$ cat src/rtl/rtc_pkg.sv
package rtc_pkg;

    typedef struct packed {
        logic [7:0] yr;
        logic [7:0] mon;
        logic [7:0] date;
        logic [7:0] day;
        logic [7:0] hr;
        logic [7:0] min;
        logic [7:0] sec;
    } rtc_time_t;

    typedef enum logic [1:0] {
        S_RUN  = 2'd0,
        S_COPY = 2'd1,
        S_HALT = 2'd2,
        S_WAIT = 2'd3
    } view_state_e;

    localparam int NFIELD    = 7;
    localparam int FREEZE_BIT = 6;

    function automatic logic [7:0] bcd_inc(input logic [7:0] v);
        if (v[3:0] == 4'd9) return {v[7:4] + 4'd1, 4'd0};
        return {v[7:4], v[3:0] + 4'd1};
    endfunction

    function automatic logic is_leap(input logic [7:0] yr);
        logic [7:0] bin;
        bin = ({4'd0, yr[7:4]} * 8'd10) + {4'd0, yr[3:0]};
        return (bin[1:0] == 2'b00);
    endfunction

    function automatic logic [7:0] month_len(input logic [7:0] mon, input logic [7:0] yr);
        if (mon == 8'h02) return is_leap(yr) ? 8'h29 : 8'h28;
        if (mon == 8'h04 || mon == 8'h06 || mon == 8'h09 || mon == 8'h11) return 8'h30;
        return 8'h31;
    endfunction

endpackage

$ cat src/rtl/rtc_prescaler.sv
module rtc_prescaler #(
    parameter int TICKS = 32768
) (
    input  logic clk,
    input  logic rst_n,
    input  logic tick,
    input  logic clr,
    output logic done
);
    localparam int CW = (TICKS > 1) ? $clog2(TICKS) : 1;
    localparam logic [CW-1:0] LAST = CW'(TICKS - 1);

    logic [CW-1:0] cnt_q;

    assign done = tick && (cnt_q == LAST);

    always_ff @(posedge clk or negedge rst_n) begin
        if (!rst_n)      cnt_q <= '0;
        else if (clr)    cnt_q <= '0;
        else if (done)   cnt_q <= '0;
        else if (tick)   cnt_q <= cnt_q + CW'(1);
    end

    p_no_overrun_r6: assert property (@(posedge clk) disable iff (!rst_n)
        cnt_q <= LAST);

    p_pulse_spacing_r6: assert property (@(posedge clk) disable iff (!rst_n)
        (done && !clr && TICKS > 1) |=> !done);

endmodule

$ cat src/rtl/rtc_calendar.sv
module rtc_calendar
    import rtc_pkg::*;
(
    input  logic                clk,
    input  logic                rst_n,
    input  logic                step,
    input  logic                load_en,
    input  logic [NFIELD-1:0]   load_mask,
    input  rtc_time_t           load_val,
    output rtc_time_t           now
);
    localparam rtc_time_t RESET_TIME = '{yr: 8'h00, mon: 8'h01, date: 8'h01,
                                          day: 8'h01, hr: 8'h00, min: 8'h00, sec: 8'h00};

    rtc_time_t cur_q, stepped, nxt;

    always_comb begin
        stepped = cur_q;
        if (cur_q.sec != 8'h59) begin
            stepped.sec = bcd_inc(cur_q.sec);
        end else begin
            stepped.sec = 8'h00;
            if (cur_q.min != 8'h59) begin
                stepped.min = bcd_inc(cur_q.min);
            end else begin
                stepped.min = 8'h00;
                if (cur_q.hr != 8'h23) begin
                    stepped.hr = bcd_inc(cur_q.hr);
                end else begin
                    stepped.hr  = 8'h00;
                    stepped.day = (cur_q.day == 8'h07) ? 8'h01 : bcd_inc(cur_q.day);
                    if (cur_q.date != month_len(cur_q.mon, cur_q.yr)) begin
                        stepped.date = bcd_inc(cur_q.date);
                    end else begin
                        stepped.date = 8'h01;
                        if (cur_q.mon != 8'h12) begin
                            stepped.mon = bcd_inc(cur_q.mon);
                        end else begin
                            stepped.mon = 8'h01;
                            stepped.yr  = (cur_q.yr == 8'h99) ? 8'h00 : bcd_inc(cur_q.yr);
                        end
                    end
                end
            end
        end
    end

    always_comb begin
        logic [8*NFIELD-1:0] v, lv;
        v  = cur_q;
        lv = load_val;
        if (load_en) begin
            for (int k = 0; k < NFIELD; k++) begin
                if (load_mask[k]) v[8*k +: 8] = lv[8*k +: 8];
            end
        end else if (step) begin
            v = stepped;
        end
        nxt = v;
    end

    always_ff @(posedge clk or negedge rst_n) begin
        if (!rst_n) cur_q <= RESET_TIME;
        else        cur_q <= nxt;
    end

    assign now = cur_q;

    p_sec_bcd_r3: assert property (@(posedge clk) disable iff (!rst_n)
        (cur_q.sec[3:0] <= 4'd9) && (cur_q.sec <= 8'h59));

    p_hour_range_r3: assert property (@(posedge clk) disable iff (!rst_n)
        (cur_q.hr[3:0] <= 4'd9) && (cur_q.hr <= 8'h23));

    p_date_range_r4: assert property (@(posedge clk) disable iff (!rst_n)
        (cur_q.date != 8'h00) && (cur_q.date <= 8'h31));

    p_day_mon_range_r5: assert property (@(posedge clk) disable iff (!rst_n)
        (cur_q.day >= 8'h01) && (cur_q.day <= 8'h07) &&
        (cur_q.mon >= 8'h01) && (cur_q.mon <= 8'h12));

endmodule

$ cat src/rtl/rtc_regbank.sv
module rtc_regbank
    import rtc_pkg::*;
#(
    parameter int                ADDR_W        = 17,
    parameter int                TICKS_PER_SEC = 32768,
    parameter logic [ADDR_W-1:0] BASE          = ADDR_W'(17'h1FFF8)
) (
    input  logic              clk,
    input  logic              rst_n,
    input  logic              tick,
    input  logic              bus_cs,
    input  logic              bus_we,
    input  logic [ADDR_W-1:0] bus_addr,
    input  logic [7:0]        bus_wdata,
    output logic [7:0]        bus_rdata
);
    localparam int VW = 8 * NFIELD;

    view_state_e state_q, state_d;

    logic              read_q;
    logic [VW-1:0]     vis_q;
    logic [NFIELD-1:0] dirty_q;
    rtc_time_t         now;

    logic       hit, wr, ctrl_wr, clk_wr, set_read, release_rd, read_nxt;
    logic [2:0] off, fidx;
    logic       sec_pulse, dly_done, load_en, copy_en, dly_tick;

    // Bus decode
    assign hit        = bus_cs && (bus_addr[ADDR_W-1:3] == BASE[ADDR_W-1:3]);
    assign off        = bus_addr[2:0];
    assign fidx       = off - 3'd1;
    assign wr         = hit && bus_we;
    assign ctrl_wr    = wr && (off == 3'd0);
    assign clk_wr     = wr && (off != 3'd0) && read_q;
    assign set_read   = ctrl_wr && bus_wdata[FREEZE_BIT];
    assign release_rd = ctrl_wr && !bus_wdata[FREEZE_BIT] && read_q;
    assign read_nxt   = ctrl_wr ? bus_wdata[FREEZE_BIT] : read_q;
    assign load_en    = release_rd && (|dirty_q);

    // Time base and release hold-off
    rtc_prescaler #(.TICKS(TICKS_PER_SEC)) u_sec_div (
        .clk(clk), .rst_n(rst_n), .tick(tick), .clr(load_en), .done(sec_pulse)
    );

    rtc_prescaler #(.TICKS(TICKS_PER_SEC)) u_holdoff (
        .clk(clk), .rst_n(rst_n), .tick(dly_tick), .clr(release_rd), .done(dly_done)
    );

    rtc_calendar u_cal (
        .clk(clk), .rst_n(rst_n), .step(sec_pulse), .load_en(load_en),
        .load_mask(dirty_q), .load_val(rtc_time_t'(vis_q)), .now(now)
    );

    // State register
    always_ff @(posedge clk or negedge rst_n) begin
        if (!rst_n) state_q <= S_RUN;
        else        state_q <= state_d;
    end

    // Next state
    always_comb begin
        state_d = state_q;
        unique case (state_q)
            S_RUN:  if (sec_pulse)      state_d = S_COPY;
                    else if (set_read)  state_d = S_HALT;
            S_COPY: state_d = read_nxt ? S_HALT : S_RUN;
            S_HALT: if (release_rd)     state_d = S_WAIT;
            S_WAIT: if (set_read)       state_d = S_HALT;
                    else if (dly_done)  state_d = S_COPY;
            default: state_d = S_RUN;
        endcase
    end

    // State-decoded outputs
    always_comb begin
        copy_en  = (state_q == S_COPY);
        dly_tick = tick && (state_q == S_WAIT);
    end

    always_ff @(posedge clk or negedge rst_n) begin
        if (!rst_n) read_q <= 1'b0;
        else        read_q <= read_nxt;
    end

    // Visible bytes and per-field dirty flags
    for (genvar k = 0; k < NFIELD; k++) begin : g_field
        localparam logic [7:0] RST_V = (k == 3 || k == 4 || k == 5) ? 8'h01 : 8'h00;
        logic sel;
        assign sel = clk_wr && (fidx == 3'(k));

        always_ff @(posedge clk or negedge rst_n) begin
            if (!rst_n)       vis_q[8*k +: 8] <= RST_V;
            else if (copy_en) vis_q[8*k +: 8] <= now[8*k +: 8];
            else if (sel)     vis_q[8*k +: 8] <= bus_wdata;
        end

        always_ff @(posedge clk or negedge rst_n) begin
            if (!rst_n)          dirty_q[k] <= 1'b0;
            else if (release_rd) dirty_q[k] <= 1'b0;
            else if (sel)        dirty_q[k] <= 1'b1;
        end
    end

    // Read mux
    always_comb begin
        if (!hit)             bus_rdata = 8'h00;
        else if (off == 3'd0) bus_rdata = {1'b0, read_q, 6'b0};
        else                  bus_rdata = 8'(vis_q >> {fidx, 3'b000});
    end

    p_vis_hold_r7: assert property (@(posedge clk) disable iff (!rst_n)
        (state_q != S_COPY && !clk_wr) |=> $stable(vis_q));

    p_halt_no_copy_r7: assert property (@(posedge clk) disable iff (!rst_n)
        (state_q == S_HALT) |=> (state_q != S_COPY));

    p_copy_entry_r10: assert property (@(posedge clk) disable iff (!rst_n)
        (state_q == S_COPY) |-> ($past(state_q) == S_RUN || $past(state_q) == S_WAIT));

    p_ignored_wr_r12: assert property (@(posedge clk) disable iff (!rst_n)
        (wr && off != 3'd0 && !read_q && state_q != S_COPY) |=> $stable(vis_q));

    p_ctrl_clean_r7: assert property (@(posedge clk) disable iff (!rst_n)
        (hit && off == 3'd0) |-> ((bus_rdata & 8'hBF) == 8'h00));

endmodule

$ cat config.mk
export PLATFORM = sky130hd
export DESIGN_NAME = rtc_regbank
export DESIGN_NICKNAME = d
export VERILOG_FILES = /design/src/rtl/rtc_pkg.sv /design/src/rtl/rtc_prescaler.sv /design/src/rtl/rtc_calendar.sv /design/src/rtl/rtc_regbank.sv
export SDC_FILE = /design/constraint.sdc
export NUM_CORES = 1
export LEC_CHECK = 0
export BUFFER_PORTS_ARGS = -buffer_cell sky130_fd_sc_hd__buf_4
export CAP_MARGIN = 20
export CORE_ASPECT_RATIO = 2
export CORE_UTILIZATION = 40
export DETAILED_ROUTE_END_ITERATION = 8
export PLACE_DENSITY_LB_ADDON = 0.1
export SLEW_MARGIN = 5
export SYNTH_ARGS = -nofsm -noshare
export SYNTH_HDL_FRONTEND = slang
export SYNTH_HIERARCHICAL = 1
export SYNTH_SLANG_ARGS = --single-unit
export TNS_END_PERCENT = 5
$ cat constraint.sdc
create_clock -name clk -period 8.36 [get_ports clk]
set_input_delay 2.09 -clock clk [delete_from_list [all_inputs] [get_ports clk]]
set_output_delay 2.09 -clock clk [all_outputs]
set_load 0.05 [all_outputs]
==> run summary <==
Final net count: 1072
WL/cell: 23.1 um
ANT nets after route: 0
Synth area leaders: dfrtp_1, a221o_1, ha_1
Worst rel slew slack: 0.314
H-Tree Level Count: 4
Die Ht: 220 um
Max cap viols: 0
CTS root buffer: clkbuf_16
Worst Tran Pin Value: 1020 ps
Post-CTS Repair Setup Buffers: 0
Final worst-path cycle share: 0.821
Outcome: finished clean
Vias per inst: 6.19
Antenna violations before repair: 0
Syn Nets: 1063
Crit path DAT: 4780 ps
Critical hold path startpoint: u_cal/now[24]
Leak: 4.68 nW
CTS Buf Count: 17
Synth area leader: dfrtp_1
R2R Setup Slk: 4780 ps
FF+latch count, synth: 152
CP startpoint: bus_addr[0]
Final core utilization: 0.452
CTS resizes: 0
Main combinational cell family by area after synthesis: simple AND/OR/NAND/NOR gates
Crit path required time: 6270 ps
Antenna diode count: 0
Pwr Density: 152 mW/mm^2
CTS Sinks: 152
Crit-path max FO: 16
Main synth FF type: dfrtp_1
Register area share after synthesis: 0.402
Adder-Cell Fraction of Synth Area: 0.0422
Full die area: 0.0244 mm^2
Port bufs: 37
CTS tree: yes
Post-synthesis compound-gate area fraction: 0.202
Final GP Congestion: 0.882
Synth Area in XOR/XNOR: 0.0221
Post-route DRC: 0
Core Box Area: 0.0232 mm^2
Peak supply drop: 127 uV
Cell Area, Synth: 0.00949 mm^2
Mux contribution to synthesized area: 0.0457
HPWL Detailed: 21.8 mm
Drt initial violations: 527
Area Overhead vs Synth: 10.5%
EDFF count, synth: 0
# hold bufs at CTS: 0
Initial Util: 0.409
CP Capture Type: output pin
Vias in the first global route: 8073
Area share of the largest cell type after synthesis: 0.385
Hold Vio Cnt, Final: 0
Skew-Pair Late Insertion Delay: 440 ps
Synth Area in Simple Gates: 0.246
Fraction of layout cells with a size suffix above 1: 0.138
RR Startpoint: dirty_q[5]
Final-report setup violation count: 0
Ys Warns: 6
Tot GR Track Use: 0.256
Max Transition Viols Final: 0
Placed cell count: 1274
CTS Buffer Depth: 2
Final worst clock skew: 7.04 ps
Fill cells: 2249
Top Ports: 38
Pre-antenna DRT Iters: 5
Worst hold path type: flip-flop to flip-flop
Clock transition at path regs: 60 ps
First-pass GRT wire length: 47.0 mm
Max Fclk: 146 MHz
Post-synth ARST share: 1.00
Synth Instances: 1001
WL final: 30.2 mm
RSZ-0062 raised after global routing: false
Std cell rows: 79
Syn_area_per_cell: 9.48 um^2
Synth unique cells: 85
Total number of vias: 8082
Period minus WS final: 6870 ps
Crit Path Category: input pin to output pin
Chip width: 111 um
Residual overflow from global routing: 0
Largest net degree at the start of global routing: 83
Sum Neg Setup Slack: 0 ps
Post-Layout Cell Count: 1305
Crit path launch type: input pin
[per-layer routing]
metal	track usage	routed length, um	vias up	share of wire
li1	-	-	3760	-
met1	0.267	11100	4052	0.37
met2	0.475	16300	206	0.54
met3	0.0426	1030	64	0.034
met4	0.158	1820	0	0.060
met5	0	0	-	0
[registers in the layout (all words and copies together), names as in the netlist]
| name | flops |
|---|---|
| u_holdoff/cnt_q | 15 |
| u_cal/now | 56 |
| vis_q | 56 |
| u_sec_div/cnt_q | 15 |
| dirty_q | 7 |
| state_q | 2 |
| read_q | 1 |
[synth_stat cells, types with 10 or more instances]
| cell type | instances |
|---|---|
| clkbuf_1 | 28 |
| dfrtp_1 | 146 |
| a21oi_1 | 62 |
| nor3_1 | 20 |
| mux2i_1 | 22 |
| nand4_1 | 10 |
| xnor2_1 | 16 |
| nor4_2 | 14 |
| buf_1 | 14 |
| nor2_1 | 102 |
| o21ai_0 | 46 |
| nand2_1 | 76 |
| a211oi_1 | 11 |
| ha_1 | 32 |
| a221o_1 | 49 |
| inv_1 | 34 |
| nand3_1 | 41 |
| and3_1 | 62 |
[cell usage in the layout (no fill, tap or decap), types with 8 or more instances in the layout]
master / synthesis / layout
a22o_1: 8 / 8
clkbuf_16: 0 / 17
a211oi_1: 11 / 11
nand2b_1: 9 / 9
ha_1: 32 / 32
nor4_2: 14 / 14
nand4_1: 10 / 10
mux2i_1: 22 / 22
clkbuf_1: 28 / 8
xnor2_1: 16 / 16
a31oi_1: 8 / 8
buf_4: 0 / 44
o21ai_0: 46 / 46
xor2_1: 8 / 8
nand2_1: 76 / 75
nand3_1: 41 / 41
dfrtp_1: 146 / 146
inv_1: 34 / 34
a221o_1: 49 / 49
and2_1: 9 / 9
and3_1: 62 / 62
nor3_1: 20 / 20
mux4_2: 8 / 8
nor3b_1: 9 / 9
nor2_2: 9 / 9
nor2_1: 102 / 102
a21oi_1: 62 / 62
[metrics by stage]
stage	setup slack (ps)	power [mW]	hold slack (ps)	instance area (um^2)
after detailed placement	1540	0.879	523	9950
after global placement	1620	0.877	508	9950
after global routing	1300	1.66	558	10500
after CTS	1540	1.62	532	10500
after floorplan	1160	0.831	477	9490
final	1490	1.60	525	10500
[final timing paths]
kind / cells after the start / to
min reg2reg: 2 / u_cal/now[24]
max in group asynchronous: 2 / u_cal/now[29]
min in group asynchronous: 1 / u_holdoff/cnt_q[9]
max reg2reg: 9 / u_cal/now[20]
max: 7 / bus_rdata[1]
min: 2 / u_cal/now[24]
[where the power goes]
group	switching [mW]	total (mW)	internal, mW	leakage (nW)
clock network	0.302	0.733	0.431	0.262
registers	0.0229	0.770	0.747	1.99
logic	0.0607	0.0955	0.0348	2.43
[cell type report]
class                      count  area [um^2]  share of cell area
sequential                   152         3810               0.363
clock inverter                 3         40.0             0.00382
clock buffer                  28          497              0.0473
tap                          283          354              0.0338
inverter                      35          131              0.0125
multi-input combinational    759         5320               0.507
timing repair buffer          45          342              0.0326
[logic make-up (layout without fill, tap and decap cells)]
logic type	count (synthesis)	in the layout
simple gates	414	414
buf+inv	90	111
compound gates	256	256
flops	152	152
fa+ha+maj	32	32
xor+xnor	24	24
mux	33	33
[worst max-delay path, stage by stage]
cell and delay, ps:
buf_4 220, clkinv_1 310, ha_1 880, nor2b_1 500, a21oi_1 160, a211oi_1 330, buf_4 270
Power figures use the tool's default switching activity.
